==> src/rtl/tsa_pkg.sv <==
package tsa_pkg;
  localparam int DYN_W = 7;
  localparam int DY_RDY = 0;
  localparam int DY_WLK = 1;
  localparam int DY_BOT = 2;
  localparam int DY_EOF = 3;
  localparam int DY_EOT = 4;
  localparam int DY_REW = 5;
  localparam int DY_PEM = 6;
  localparam logic [DYN_W-1:0] DY_MON_MASK = 7'b110_0111;

  localparam int FL_W = 14;
  localparam int FL_DLT = 0;
  localparam int FL_ILL = 1;
  localparam int FL_DAE = 2;
  localparam int FL_ODD = 3;
  localparam int FL_BAT = 4;
  localparam int FL_FGP = 5;
  localparam int FL_CDL = 6;
  localparam int FL_WCO = 7;
  localparam int FL_BDS = 8;
  localparam int FL_OVS = 9;
  localparam int FL_CRC = 10;
  localparam int FL_STE = 11;
  localparam int FL_FPR = 12;
  localparam int FL_FMT = 13;

  localparam int WORD_W = 16;

  typedef logic [DYN_W-1:0]  dyn_t;
  typedef logic [FL_W-1:0]   flags_t;
  typedef logic [WORD_W-1:0] word_t;
endpackage

==> src/rtl/tsa_drive_bank.sv <==
module tsa_drive_bank
  import tsa_pkg::*;
#(
  parameter int N_DRV  = 8,
  parameter int UNIT_W = 3
) (
  input  logic              clk,
  input  logic              rst_n,
  input  logic [N_DRV-1:0]  attached,
  input  logic [N_DRV-1:0]  protect,
  input  logic [N_DRV-1:0]  at_origin,
  input  logic              init_drv,
  input  logic              wr_en,
  input  logic [UNIT_W-1:0] wr_unit,
  input  dyn_t              wr_val,
  input  logic [UNIT_W-1:0] sel_unit,
  output dyn_t              sel_dyn,
  output logic              mon_change
);
  logic [N_DRV-1:0][DYN_W-1:0] dyn_all;
  logic [N_DRV-1:0]            chg_vec;

  for (genvar i = 0; i < N_DRV; i++) begin : g_drv
    dyn_t dyn_q;
    dyn_t dyn_raw;
    dyn_t dyn_d;
    logic hit;

    assign hit = wr_en && (wr_unit == UNIT_W'(i));

    always_comb begin
      if (init_drv) begin
        dyn_raw          = '0;
        dyn_raw[DY_RDY]  = 1'b1;
        dyn_raw[DY_WLK]  = protect[i];
        dyn_raw[DY_BOT]  = at_origin[i];
        dyn_raw[DY_PEM]  = dyn_q[DY_PEM];
      end else if (hit) begin
        dyn_raw = wr_val;
      end else begin
        dyn_raw = dyn_q;
      end
      dyn_d = attached[i] ? dyn_raw : '0;
    end

    assign chg_vec[i] = !init_drv && (((dyn_d ^ dyn_q) & DY_MON_MASK) != '0);

    always_ff @(posedge clk or negedge rst_n) begin
      if (!rst_n) dyn_q <= '0;
      else        dyn_q <= dyn_d;
    end

    assign dyn_all[i] = dyn_q;

    AST_OFFLINE_ZERO: assert property (@(posedge clk) disable iff (!rst_n)
      !attached[i] |=> (dyn_q == '0));
    AST_INIT_READY: assert property (@(posedge clk) disable iff (!rst_n)
      (init_drv && attached[i]) |=> (dyn_q[DY_RDY] && dyn_q[DY_EOF:DY_BOT] == 2'b00 || dyn_q[DY_RDY] && !dyn_q[DY_EOF]));
  end

  always_comb begin
    sel_dyn = '0;
    for (int k = 0; k < N_DRV; k++) begin
      if (sel_unit == UNIT_W'(k)) sel_dyn = dyn_all[k];
    end
  end

  assign mon_change = |chg_vec;
endmodule

==> src/rtl/tsa_flag_latch.sv <==
module tsa_flag_latch
  import tsa_pkg::*;
(
  input  logic   clk,
  input  logic   rst_n,
  input  flags_t set_strb,
  input  logic   cmd_start,
  input  logic   clr_pulse,
  input  logic   init_drv,
  input  logic   mon_change,
  output flags_t flags_q,
  output logic   chg_q
);
  logic   clr_c;
  flags_t flags_d;
  logic   chg_d;

  assign clr_c = cmd_start || clr_pulse || init_drv;

  always_comb begin
    flags_d = (clr_c ? '0 : flags_q) | set_strb;
    chg_d   = (clr_c ? 1'b0 : chg_q) | mon_change;
  end

  always_ff @(posedge clk or negedge rst_n) begin
    if (!rst_n) begin
      flags_q <= '0;
      chg_q   <= 1'b0;
    end else begin
      flags_q <= flags_d;
      chg_q   <= chg_d;
    end
  end

  AST_FLAGS_STICKY: assert property (@(posedge clk) disable iff (!rst_n)
    !clr_c |=> ((flags_q & $past(flags_q)) == $past(flags_q)));
  AST_CLEAR_FLAGS: assert property (@(posedge clk) disable iff (!rst_n)
    ((cmd_start || clr_pulse) && set_strb == '0) |=> (flags_q == '0));
  AST_INIT_NO_CHG: assert property (@(posedge clk) disable iff (!rst_n)
    init_drv |=> !chg_q);
endmodule

==> src/rtl/tsa_word_build.sv <==
module tsa_word_build
  import tsa_pkg::*;
#(
  parameter int UNIT_W = 3
) (
  input  flags_t            flags,
  input  logic              chg,
  input  dyn_t              dyn,
  input  logic [UNIT_W-1:0] unit,
  output word_t             word1,
  output word_t             word2
);
  logic err1;
  logic err2;

  assign err1 = flags[FL_DLT] | flags[FL_ILL] | flags[FL_DAE] | flags[FL_BAT] |
                flags[FL_ODD] | dyn[DY_EOT] | dyn[DY_EOF] | dyn[DY_BOT];
  assign err2 = flags[FL_FGP] | flags[FL_CDL] | flags[FL_BDS] |
                flags[FL_OVS] | flags[FL_CRC] | flags[FL_FPR];

  always_comb begin
    word1     = '0;
    word1[15] = err1;
    word1[14] = flags[FL_DLT];
    word1[13] = dyn[DY_REW];
    word1[12] = flags[FL_ILL];
    word1[11] = 1'b1;
    word1[10] = flags[FL_DAE];
    word1[9]  = dyn[DY_EOT];
    word1[8]  = dyn[DY_EOF];
    word1[7]  = dyn[DY_BOT];
    word1[6]  = 1'b1;
    word1[5]  = flags[FL_BAT];
    word1[3]  = chg;
    word1[2]  = dyn[DY_WLK];
    word1[1]  = flags[FL_ODD];
    word1[0]  = dyn[DY_RDY];

    word2       = '0;
    word2[15]   = err2;
    word2[13]   = flags[FL_FGP];
    word2[11]   = flags[FL_CDL];
    word2[10:8] = 3'(unit);
    word2[7]    = flags[FL_WCO];
    word2[6]    = flags[FL_BDS];
    word2[5]    = flags[FL_OVS];
    word2[4]    = flags[FL_CRC];
    word2[3]    = flags[FL_STE];
    word2[2]    = flags[FL_FPR];
    word2[1]    = flags[FL_FMT];
    word2[0]    = dyn[DY_PEM];
  end
endmodule

==> src/rtl/tape_status_agg.sv <==
module tape_status_agg
  import tsa_pkg::*;
#(
  parameter int N_DRV = 8
) (
  input  logic             clk,
  input  logic             rst_n,
  input  logic [2:0]       sel_unit,
  input  logic [N_DRV-1:0] drv_attached,
  input  logic [N_DRV-1:0] drv_protect,
  input  logic [N_DRV-1:0] drv_at_origin,
  input  logic             init_drives,
  input  logic             dyn_wr_en,
  input  logic [2:0]       dyn_wr_unit,
  input  logic [6:0]       dyn_wr_val,
  input  logic [13:0]      err_set,
  input  logic             cmd_start,
  input  logic             clr_pulse,
  output logic [15:0]      stat_word1,
  output logic [15:0]      stat_word2
);
  localparam int UNIT_W = 3;

  logic [1:0] rst_pipe;
  logic       rst_int_n;
  dyn_t       sel_dyn;
  logic       mon_change;
  flags_t     flags_q;
  logic       chg_q;

  always_ff @(posedge clk or negedge rst_n) begin
    if (!rst_n) rst_pipe <= 2'b00;
    else        rst_pipe <= {rst_pipe[0], 1'b1};
  end
  assign rst_int_n = rst_pipe[1];

  tsa_drive_bank #(.N_DRV(N_DRV), .UNIT_W(UNIT_W)) u_bank (
    .clk        (clk),
    .rst_n      (rst_int_n),
    .attached   (drv_attached),
    .protect    (drv_protect),
    .at_origin  (drv_at_origin),
    .init_drv   (init_drives),
    .wr_en      (dyn_wr_en),
    .wr_unit    (dyn_wr_unit),
    .wr_val     (dyn_wr_val),
    .sel_unit   (sel_unit),
    .sel_dyn    (sel_dyn),
    .mon_change (mon_change)
  );

  tsa_flag_latch u_flags (
    .clk        (clk),
    .rst_n      (rst_int_n),
    .set_strb   (err_set),
    .cmd_start  (cmd_start),
    .clr_pulse  (clr_pulse),
    .init_drv   (init_drives),
    .mon_change (mon_change),
    .flags_q    (flags_q),
    .chg_q      (chg_q)
  );

  tsa_word_build #(.UNIT_W(UNIT_W)) u_words (
    .flags (flags_q),
    .chg   (chg_q),
    .dyn   (sel_dyn),
    .unit  (sel_unit),
    .word1 (stat_word1),
    .word2 (stat_word2)
  );

  AST_CHG_VISIBLE: assert property (@(posedge clk) disable iff (!rst_int_n)
    ($stable(sel_unit) && !$past(init_drives) &&
     ({$past(stat_word1[13]), $past(stat_word1[7]), $past(stat_word1[2]),
       $past(stat_word1[0]), $past(stat_word2[0])} !=
      {stat_word1[13], stat_word1[7], stat_word1[2], stat_word1[0], stat_word2[0]}))
    |-> stat_word1[3]);
  AST_UNIT_FIELD: assert property (@(posedge clk) disable iff (!rst_int_n)
    stat_word2[10:8] == sel_unit);
endmodule

==> config.mk <==
export PLATFORM = sky130hd
export DESIGN_NAME = tape_status_agg
export DESIGN_NICKNAME = d
export VERILOG_FILES = /design/src/rtl/tsa_pkg.sv /design/src/rtl/tsa_drive_bank.sv /design/src/rtl/tsa_flag_latch.sv /design/src/rtl/tsa_word_build.sv /design/src/rtl/tape_status_agg.sv
export SDC_FILE = /design/constraint.sdc
export NUM_CORES = 1
export LEC_CHECK = 0
export ABC_AREA = 1
export CORE_ASPECT_RATIO = 0.9
export CORE_MARGIN = 5
export CORE_UTILIZATION = 54
export CTS_BUF_LIST = sky130_fd_sc_hd__clkbuf_4
export CTS_CLUSTER_SIZE = 12
export DETAILED_ROUTE_END_ITERATION = 8
export PLACE_DENSITY = 0.94
export SYNTH_ARGS = -nofsm -noshare
export SYNTH_HDL_FRONTEND = slang
export SYNTH_SLANG_ARGS = --single-unit
==> constraint.sdc <==
create_clock -name clk -period 3 [get_ports clk]
set_input_delay 0.6 -clock clk [delete_from_list [all_inputs] [get_ports clk]]
set_output_delay 0.6 -clock clk [all_outputs]
set_load 0.01 [all_outputs]
==> out/qor.csv <==
metric,value,unit
clk_path_buf_depth,2,
wl_per_cell,16.67,um
grt_overflow,0,
tritoncts,built,
hp-class,primary input to async pin,
finalCritPeriodShare,96.56,%
ys_types,30,
drv_slew,0,
final_common_cell,nand2_1,
io_pins,89,
hold_ws,0.2935,ns
grt_pass1_wl,22.82,mm
start_util,55.24,%
cts.reportedPaths.clkPinSlew,0.13,ns
cp.arrival,2.30,ns
htreeDepth,3,
synth-seq-area-share,40.99,%
hold_viol,0,
drt_iter0_drc,417,
synth_top_family_by_area,simple AND/OR/NAND/NOR gates,
remaining_drc_errors,0,
cts_hold_buf,0,
rsz0062_at_grt,no,
fin_worst_skew,0.01191,ns
drt-pass1-iter-count,9,
ff2ff_path_depth,12,
ant_nets,0,
synth_compound_gate_area_share,12.83,%
die_h,96.19,um
routabilityCongestion,0.9751,
cts_root_buf,clkbuf_4,
grt_start_max_net_pins,34,
placed_cell_area,5440,um^2
port_buffers,83,
clk_latency,0.45,ns
end_kind,primary output,
status,finished clean,
fin_crit,2.897,ns
avgSynthCellArea,6.784,um^2
p_leak,2.989,nW
die_area,10170,um^2
rows,31,
crit_required,2.40,ns
wirelength,14.31,mm
setup_viol,0,
synth-simple-area-share,33.77,%
r2r_start,u_bank.g_drv[0].dyn_q[2],
relSlewSlack,47.45,%
synthAdderAreaFrac,0,%
ys_ff_latch,73,
cts_buffers,9,
netlist_instances,657,
fin_nets,811,
antenna_found_initial,0,
area_growth,26.67,%
power.density,403.6,nW/um^2
viasPerCell,5.828,
final_area,5645,um^2
critPathMaxFanout,5,
synthMuxAreaShare,0,%
die-width,105.8,um
critPathLaunchType,primary input,
synth_xor_area_share,0.3930,%
rr_endpoint,u_flags.chg_q,
final_cell_mix,"199 x nand2_1, 102 x inv_1, 91 x nand3_1, 75 x clkdlybuf4s50_1, 72 x dfrtp_1",
antennaDiodeCount,0,
drive_above_1_share,6.719,%
vias,5000,
yosys_warnings,0,
syn-cell-area,4457,um^2
vdd_ir_drop_max,0.0002522,V
r2r_setup_slack,1.30,ns
tightest_slew,0.7883,ns
max_cap_viol_count,0,
crit_type,primary input to primary output,
first_global_vias,4774,
dpl.hpwl,10.94,mm
cts_sinks,73,
fmax,345.2,MHz
coreArea,8068,um^2
track_usage,28.48,%
==> report_power, final <==
part           total [mW]  internal (mW)  switching (mW)
registers            1.07           1.02          0.0436
clock network       0.749          0.346           0.403
logic               0.461          0.195           0.266
==> sequential cells by signal, summed over array words and instances (netlist names) <==
name                count
rst_pipe                2
u_bank.g_drv.dyn_q     56
u_flags.chg_q           1
u_flags.flags_q        14
==> timing repair <==
item	4_1_cts	5_1_grt
gates resized for setup	13	9
gates cloned	0	0
pin swaps	1	0
buffers inserted	0	0
hold endpoints to repair	0	0
endpoints found under the setup margin	8	6
==> metrics by stage <==
stage	setup slack, ns	utilization (%)	setup TNS, ns	std cells	power, mW
finish	0.1032	69.98	0	858	2.278
global route	0.06667	69.98	0	858	2.378
CTS	0.03663	69.84	0	858	2.273
detailed placement	-0.5162	67.43	-3.568	842	1.534
global placement	-0.3840	67.43	-2.416	842	1.513
floorplan	0.7017	-	0	661	1.315
==> routing by layer <==
layer / share of wire, % / track usage (%) / vias to the layer above
met1: 38 / 34.72 / 2322
met5: 0 / 0 / -
li1: - / - / 2301
met3: 10 / 6.774 / 63
met4: 3.5 / 10.46 / 0
met2: 49 / 49.68 / 314
==> Yosys cell counts (all sizes together) <==
master,instances,share of area [%]
a21o,10,1.7
a21oi,35,3.9
buf,16,2.6
clkbuf,5,0.45
conb,2,0.17
dfrtp,73,41
inv,104,8.8
nand2,202,17
nand3,92,10
nand4,10,1.4
nor2,46,4.0
nor3,7,0.79
nor4,1,0.14
o2111ai,6,1.2
o211ai,4,0.67
o21ai,28,3.1
o21bai,4,0.67
o221ai,1,0.20
o22ai,7,0.98
o311ai,1,0.20
o31ai,1,0.17
xor2,2,0.39
==> worst max-delay path, stage by stage <==
cell,delay [ns]
clkdlybuf4s15_2,0.23
buf_4,0.16
nor3_2,0.25
inv_1,0.13
o21ai_1,0.14
a21oi_1,0.06
o2111ai_1,0.12
clkdlybuf4s50_1,0.61
==> how the worst max path moves through the flow <==
stage	to	slack, ns	depth (start not counted)	start
4_1_cts	stat_word1[2]	0.04	10	sel_unit[1]
3_3_place_gp	stat_word1[15]	-0.38	10	sel_unit[1]
3_5_place_dp	stat_word1[15]	-0.52	10	sel_unit[1]
6_report	stat_word1[7]	0.10	8	sel_unit[2]
2_1_floorplan	stat_word1[15]	0.70	10	sel_unit[2]
5_1_grt	stat_word1[7]	0.07	9	sel_unit[0]
==> logic make-up (layout without fill, tap and decap cells) <==
family	after synthesis	in the layout
buffers and inverters	125	223
other	2	6
AND/OR/NAND/NOR	358	358
flip-flops	73	73
AO/OA/AOI/OAI	97	97
XOR/XNOR	2	2
==> final cells by class <==
cell class	count	area [um^2]
clock inverter	7	101.3
clock buffer	9	67.56
inverter	104	390.4
sequential	73	1828
multi-input combinational	463	2143
tap	99	123.9
timing repair buffer	103	991.0
fill	622	2422
(Power assumes the default switching activity.)
